===== src/rtl/busHoldPkg.sv =====
package busHoldPkg;

  typedef enum logic [2:0] {
    ST_OWN    = 3'd0,
    ST_DRAIN  = 3'd1,
    ST_FLOAT  = 3'd2,
    ST_HOLD   = 3'd3,
    ST_RETURN = 3'd4
  } holdState_t;

  // strobes from control to datapath
  typedef struct packed {
    logic driveBus;   // bus drivers enabled
    logic grant;      // hold acknowledge active
    logic reqWindow;  // bus request may be raised
  } holdStrobe_t;

endpackage


===== src/rtl/busHoldCtrl.sv =====
module busHoldCtrl
  import busHoldPkg::*;
(
  input  logic        clk,
  input  logic        rstN,
  input  logic        reqSeen,
  input  logic        arbEnable,
  input  logic        cycleActive,
  output holdStrobe_t strobe,
  output logic        startOk
);

  holdState_t state, stateNext;
  logic accept;

  assign accept = reqSeen && arbEnable;

  always_comb begin
    stateNext = state;
    unique case (state)
      ST_OWN:    if (accept) stateNext = cycleActive ? ST_DRAIN : ST_FLOAT;
      ST_DRAIN:  if (!cycleActive) stateNext = ST_FLOAT;
      ST_FLOAT:  stateNext = ST_HOLD;
      ST_HOLD:   if (!reqSeen) stateNext = ST_RETURN;
      ST_RETURN: stateNext = ST_OWN;
      default:   stateNext = ST_OWN;
    endcase
  end

  always_ff @(posedge clk or negedge rstN) begin
    if (!rstN) state <= ST_OWN;
    else       state <= stateNext;
  end

  always_comb begin
    strobe.driveBus  = (state == ST_OWN) || (state == ST_DRAIN);
    strobe.grant     = (state == ST_HOLD);
    strobe.reqWindow = (state == ST_HOLD);
    startOk          = (state == ST_OWN) && !accept;
  end

  // an ongoing cycle keeps the drivers on
  p_drain_r2: assert property (@(posedge clk) disable iff (!rstN)
    ((state == ST_OWN || state == ST_DRAIN) && cycleActive) |=> strobe.driveBus);

  // disabled arbitration leaves the owned state alone
  p_ignore_r6: assert property (@(posedge clk) disable iff (!rstN)
    (state == ST_OWN && !arbEnable) |=> (state == ST_OWN));

  // hold persists while the request is held
  p_hold_keep_r8: assert property (@(posedge clk) disable iff (!rstN)
    (state == ST_HOLD && reqSeen) |=> (state == ST_HOLD));

endmodule


===== src/rtl/busHoldPath.sv =====
module busHoldPath
  import busHoldPkg::*;
#(
  parameter int SYNC_STAGES = 2,
  parameter int ADDR_W      = 16,
  parameter int DATA_W      = 16,
  parameter int STROBE_W    = 4
) (
  input  logic                clk,
  input  logic                rstN,
  input  logic                holdReqN,
  input  logic                arbEnable,
  input  logic                needBus,
  input  holdStrobe_t         strobe,
  output logic                reqSeen,
  output logic                holdAckN,
  output logic                busReqN,
  output logic [ADDR_W-1:0]   addrOe,
  output logic [DATA_W-1:0]   dataOe,
  output logic [STROBE_W-1:0] strobeOe,
  output logic                arbPinMode
);

  localparam int LAST = SYNC_STAGES - 1;

  logic [SYNC_STAGES-1:0] syncChain;
  logic armed;

  always_ff @(posedge clk or negedge rstN) begin
    if (!rstN) syncChain <= '1;
    else       syncChain <= {syncChain[SYNC_STAGES-2:0], holdReqN};
  end

  always_ff @(posedge clk or negedge rstN) begin
    if (!rstN)          armed <= 1'b0;
    else if (arbEnable) armed <= 1'b1;
  end

  assign reqSeen    = ~syncChain[LAST];
  assign arbPinMode = armed;
  assign holdAckN   = ~strobe.grant;
  assign busReqN    = ~(strobe.reqWindow & needBus);
  assign addrOe     = {ADDR_W{strobe.driveBus}};
  assign dataOe     = {DATA_W{strobe.driveBus}};
  assign strobeOe   = {STROBE_W{strobe.driveBus}};

  // grant only after a full cycle with drivers off
  p_grant_after_float_r3: assert property (@(posedge clk) disable iff (!rstN)
    $fell(holdAckN) |-> ($past(addrOe) == '0 && $past(dataOe) == '0 && $past(strobeOe) == '0));

  // bus floated throughout hold
  p_float_in_hold_r4: assert property (@(posedge clk) disable iff (!rstN)
    !holdAckN |-> (addrOe == '0 && dataOe == '0 && strobeOe == '0));

  // bus request only inside hold
  p_req_only_hold_r5: assert property (@(posedge clk) disable iff (!rstN)
    !busReqN |-> !holdAckN);

  // pin mode is sticky
  p_sticky_mode_r7: assert property (@(posedge clk) disable iff (!rstN)
    armed |=> armed);

  // one idle clock before driving again
  p_return_gap_r9: assert property (@(posedge clk) disable iff (!rstN)
    $rose(holdAckN) |-> (addrOe == '0) ##1 (addrOe == '1));

endmodule


===== src/rtl/busHoldArb.sv =====
module busHoldArb
  import busHoldPkg::*;
#(
  parameter int SYNC_STAGES = 2,
  parameter int ADDR_W      = 16,
  parameter int DATA_W      = 16,
  parameter int STROBE_W    = 4
) (
  input  logic                clk,
  input  logic                rstN,
  input  logic                holdReqN,
  input  logic                arbEnable,
  input  logic                cycleActive,
  input  logic                needBus,
  output logic                holdAckN,
  output logic                busReqN,
  output logic                startOk,
  output logic [ADDR_W-1:0]   addrOe,
  output logic [DATA_W-1:0]   dataOe,
  output logic [STROBE_W-1:0] strobeOe,
  output logic                arbPinMode
);

  holdStrobe_t strobe;
  logic reqSeen;

  busHoldCtrl uCtrl (
    .clk         (clk),
    .rstN        (rstN),
    .reqSeen     (reqSeen),
    .arbEnable   (arbEnable),
    .cycleActive (cycleActive),
    .strobe      (strobe),
    .startOk     (startOk)
  );

  busHoldPath #(
    .SYNC_STAGES (SYNC_STAGES),
    .ADDR_W      (ADDR_W),
    .DATA_W      (DATA_W),
    .STROBE_W    (STROBE_W)
  ) uPath (
    .clk        (clk),
    .rstN       (rstN),
    .holdReqN   (holdReqN),
    .arbEnable  (arbEnable),
    .needBus    (needBus),
    .strobe     (strobe),
    .reqSeen    (reqSeen),
    .holdAckN   (holdAckN),
    .busReqN    (busReqN),
    .addrOe     (addrOe),
    .dataOe     (dataOe),
    .strobeOe   (strobeOe),
    .arbPinMode (arbPinMode)
  );

endmodule


===== config.mk =====
export PLATFORM = sky130hd
export DESIGN_NAME = busHoldArb
export DESIGN_NICKNAME = d
export VERILOG_FILES = /design/src/rtl/busHoldPkg.sv /design/src/rtl/busHoldCtrl.sv /design/src/rtl/busHoldPath.sv /design/src/rtl/busHoldArb.sv
export SDC_FILE = /design/constraint.sdc
export NUM_CORES = 1
export LEC_CHECK = 0
export BUFFER_PORTS_ARGS = -buffer_cell sky130_fd_sc_hd__buf_4
export CORE_MARGIN = 4
export CORE_UTILIZATION = 38
export CTS_BUF_LIST = sky130_fd_sc_hd__clkbuf_4 sky130_fd_sc_hd__clkbuf_8 sky130_fd_sc_hd__clkbuf_16
export DETAILED_ROUTE_END_ITERATION = 12
export PLACE_DENSITY = 0.82
export SYNTH_ARGS = -nofsm -noshare
export SYNTH_HDL_FRONTEND = slang
export SYNTH_SLANG_ARGS = --single-unit

===== constraint.sdc =====
create_clock -name clk -period 4.02 [get_ports clk]
set_input_delay 0.804 -clock clk [delete_from_list [all_inputs] [get_ports clk]]
set_output_delay 0.804 -clock clk [all_outputs]
set_load 0.02 [all_outputs]

## After elaboration in Yosys (flattened, before gate mapping)

Index checks and enable logic that the tools add are counted.

| storage, ports and cells | value |
|---|---|
| bits in registers | 6 |
| input bits | 6 |
| word-level logic and storage cells | 24 |

| cells by class | value |
|---|---|
| equality and inequality tests | 6 |
| multiplexer cells | 5 |
| bitwise gates (word level) | 4 |
| reduce and logical (&&, ||, !) cells | 6 |

Operators with widths:

| operator | number |
|---|---|
| one-hot mux 3 bit (4 select lines) | 1 |
| 2-to-1 mux 3 bit | 3 |
| == test 3 x 2 -> 1 bit, second input constant | 2 |
| != test 2 bit, second input constant | 2 |
| == test 3 x 1 -> 1 bit, second input constant | 1 |
| logical NOT 3 bit | 1 |
| NOT 1 bit | 3 |
| AND reduction 3 bit | 1 |
| logical AND 1 bit | 2 |
| 2-to-1 mux 2 bit | 1 |
| != test 2 x 1 -> 1 bit, second input constant | 1 |
| AND 1 bit | 1 |
| logical NOT 1 bit | 1 |
| logical OR 1 bit | 1 |

## Longest topological paths before layout

| logic depth | value |
|---|---|
| word-level depth | 4 |
| mapped depth | 3 |

## Cells and area by module

Synthesis repeated with hierarchy kept, for this count alone.

| second synthesis, totals | value |
|---|---|
| cells, all modules | 58 |
| area, all modules | 519.2 µm² |

By module, submodules not included:

| module | times used | cells each | area each (µm²) | seq. area each (µm²) |
|---|---|---|---|---|
| busHoldPath | 1 | 43 | 365.4 | 77.6 |
| busHoldCtrl | 1 | 15 | 153.9 | 75.1 |

## Worst setup path after synthesis

Ideal clock, no wire load.

| timing | value |
|---|---|
| path kind | reg2out |
| from | reg uCtrl.state[2] |
| to | out addrOe[10] |
| arrival | 2.135 ns |
| data required time | 3.216 ns |
| path slack | 1.081 ns |
| cell stages (with the launch flop) | 3 |
| buffers on the path | 1 |
| cells stage by stage | dfrtp_1 -> nor2_1 -> buf_4 |

| on the way | value |
|---|---|
| cells in the longest elaborated chain, start to end | 2 |
| elaborated cells between the ends (all ways) | 3 |
| classes of those cells | eq/ne (1); reduce/logical (2) |

Ends and longest elaborated chain:

| item | RTL line | source |
|---|---|---|
| from (decl) | busHoldCtrl.sv:13 | `holdState_t state, stateNext;` |
| from (signal assigned) | busHoldCtrl.sv:32 | `else state <= stateNext;` |
| == test 3 x 1 -> 1 bit or logical NOT 3 bit (tied branches) | busHoldCtrl.sv:36 | `strobe.driveBus = (state == ST_OWN) \|\| (state == ST_DRAIN);` |
| logical OR 1 bit * | busHoldCtrl.sv:36 |  |
| to (decl) | busHoldArb.sv:18 | `output logic [ADDR_W-1:0] addrOe,` |

Mark *: on every way between the ends. The rest lies on a longest branch, timed or not.

## Final worst setup path

| timing | value |
|---|---|
| from | reg uCtrl.state[2] |
| to | out addrOe[2] |

The elaborated chain is that of the path after synthesis.

==> out/metrics.csv <==
metric,value,unit
area grow syn2layout,24.9,%
Post-CTS Resized,0,
run status,"finished, final reports clean",
Critical Path AT,1.87,ns
fin util,53.6,%
CP cell instances,"nor2_2, buf_4",
Core Box Area,1170,um^2
share of layout cells above drive strength 1,75.0,%
# fillers,120,
largest net degree at the start of global routing,37,
Ports,46,
Post-route DRC,0,
Hold Buf Count CTS,0,
Initial Utilization,42.9,%
Routability Congestion,0.778,
final net count,79,
Max Clock Skew,0.00780,ns
initial antenna violation count,0,
GR Layer Usage met3,4.47,%
Total GRT Usage,8.95,%
slowest CP cell,nor2_2,
1st-pass router iterations,2,
placed insts,82,
sequential area share after synthesis,30.3,%
critical path endpoint category,primary output,
worst skew pair latency,0.24,ns
Post-Route WL,907,um
startpoint types,flop,
Syn Nets,64,
first-pass GRT wire length,1290,um
CTS tree,built,
number of DRC markers in iteration 0,1,
"commonest non-fill, non-tap cell in the layout",buf_4,
setup TNS,0,ns
Worst Hold Class,input port to asynchronous set/reset pin,
# rows,12,
die width,44.4,um
number of synthesized register bits,6,
largest buffer count on any clock path,2,
Syn Inst Count,58,
"slowest stage delay, CP",0.89,ns
vias in the first global route,306,
fin. max-slew vios,0,
slew at the pin with the worst max-slew slack,1.12,ns
Peak Freq,374,MHz
CTS H-tree lvls,1,
total CTS buffers,3,
Tcrit/Tclk final,66.5,%
mean post-synth cell area,8.67,um^2
clk root buf,clkbuf_4,
IO Port Bufs,45,
RSZ-0062 raised after global routing,no,
final hold violations,0,
most used routing layer,met2,
setup violators final,0,
most frequent cells in the layout,"buf_4 (45), nand2_1 (4), clkbuf_4 (4), dfrtp_1 (4)",
Final Non-Filler Cells,86,
synth warn,0,
postcts setup bufs,0,
total gr overflow,0,
met1 Use GR,7.41,%
hpwl dp,763,um
Antenna Cells,0,
Post-DRT Antenna Nets,0,
Final min period,2.67,ns
clock transition at the registers of the reported paths,0.05,ns
Rel. slew slack,25.5,%
total number of vias,345,
Seq. cell area,153,um^2
TritonCTS Sinks,6,
DIE HEIGHT,44.4,um
multi-input logic area,82.6,um^2
drt via density,4.01,
die area,1970,um^2
Crit Path Max Fanout,36,
Worst EP required,3.22,ns
DR WL/cell,10.5,um
critical path class,flop to primary output,
Post-Syn Area,503,um^2
met2 GRT Util,15.7,%
Unique masters post-synth,15,
max-cap viol count,0,
[metrics by stage]
stage	instance area [um^2]	hold slack (ns)	setup slack, ns
after global routing	628	0.342	1.13
after detailed placement	598	0.349	1.57
after CTS	628	0.347	1.29
after floorplan	503	0.345	1.08
after global placement	598	0.347	1.65
final	628	0.353	1.35
[synth_stat cells]
master	n	area, um^2
buf_4	35	263
dfrtp_1	4	100
nand2_1	4	15.0
dfstp_2	2	52.6
inv_1	2	7.51
o22ai_1	2	12.5
a21oi_1	1	5.00
and2_1	1	6.26
nand2b_1	1	6.26
nor2_1	1	3.75
nor2_2	1	6.26
nor2b_1	1	6.26
nor4_1	1	6.26
or2_0	1	6.26
or2_2	1	6.26
[flip-flops by register name (all words and copies together), names as in the netlist]
name              cells
uCtrl.state           3
uPath.syncChain       2
uPath.arbPinMode      1
[worst paths after layout]
kind,start,endpoint,slack [ns],depth (start not counted)
setup / recovery,uCtrl.state[2]$_DFFE_PN0P_,addrOe[2],1.35,2
hold / removal,rstN,uCtrl.state[2]$_DFFE_PN0P_,0.35,1
setup reg to reg,uPath.syncChain[1]$_DFF_PN1_,uCtrl.state[1]$_DFFE_PN0P_,3.03,3
hold reg to reg,uPath.syncChain[0]$_DFF_PN1_,uPath.syncChain[1]$_DFF_PN1_,0.35,0
max in group asynchronous,rstN,uPath.syncChain[0]$_DFF_PN1_,3.46,1
min in group clk,uPath.syncChain[0]$_DFF_PN1_,uPath.syncChain[1]$_DFF_PN1_,0.35,0
[layout make-up]
cell class	count	area share, %
Inverter	2	1.20
Clock buffer	4	4.78
Timing Repair Buffer	45	53.8
Tap cell	14	2.79
Sequential cell	6	24.3
Multi-Input combinational cell	15	13.1
[worst max-delay path: cells and delay by family, from the launching register on]
kind                   cells  cell delay, ns
buffers and inverters      1            0.29
and+or+nand+nor            1            0.89
DFF                        1            0.44
[layer usage]
layer / vias to the layer above / part of all wire [%] / wire length (um)
met2: 29 / 47 / 426
met3: 2 / 19 / 170
met1: 143 / 33 / 296
met4: 0 / 1.5 / 14
li1: 171 / - / -
met5: - / 0 / 0
[kinds of logic after synthesis]
| group | Yosys count | synth area share [%] |
|---|---|---|
| compound gates | 3 | 3.48 |
| flops | 6 | 30.3 |
| simple gates | 12 | 12.4 |
| buf+inv | 37 | 53.7 |
Power is not shown: default switching activity piles up to over one toggle a cycle in this logic, so the estimate is an artifact.
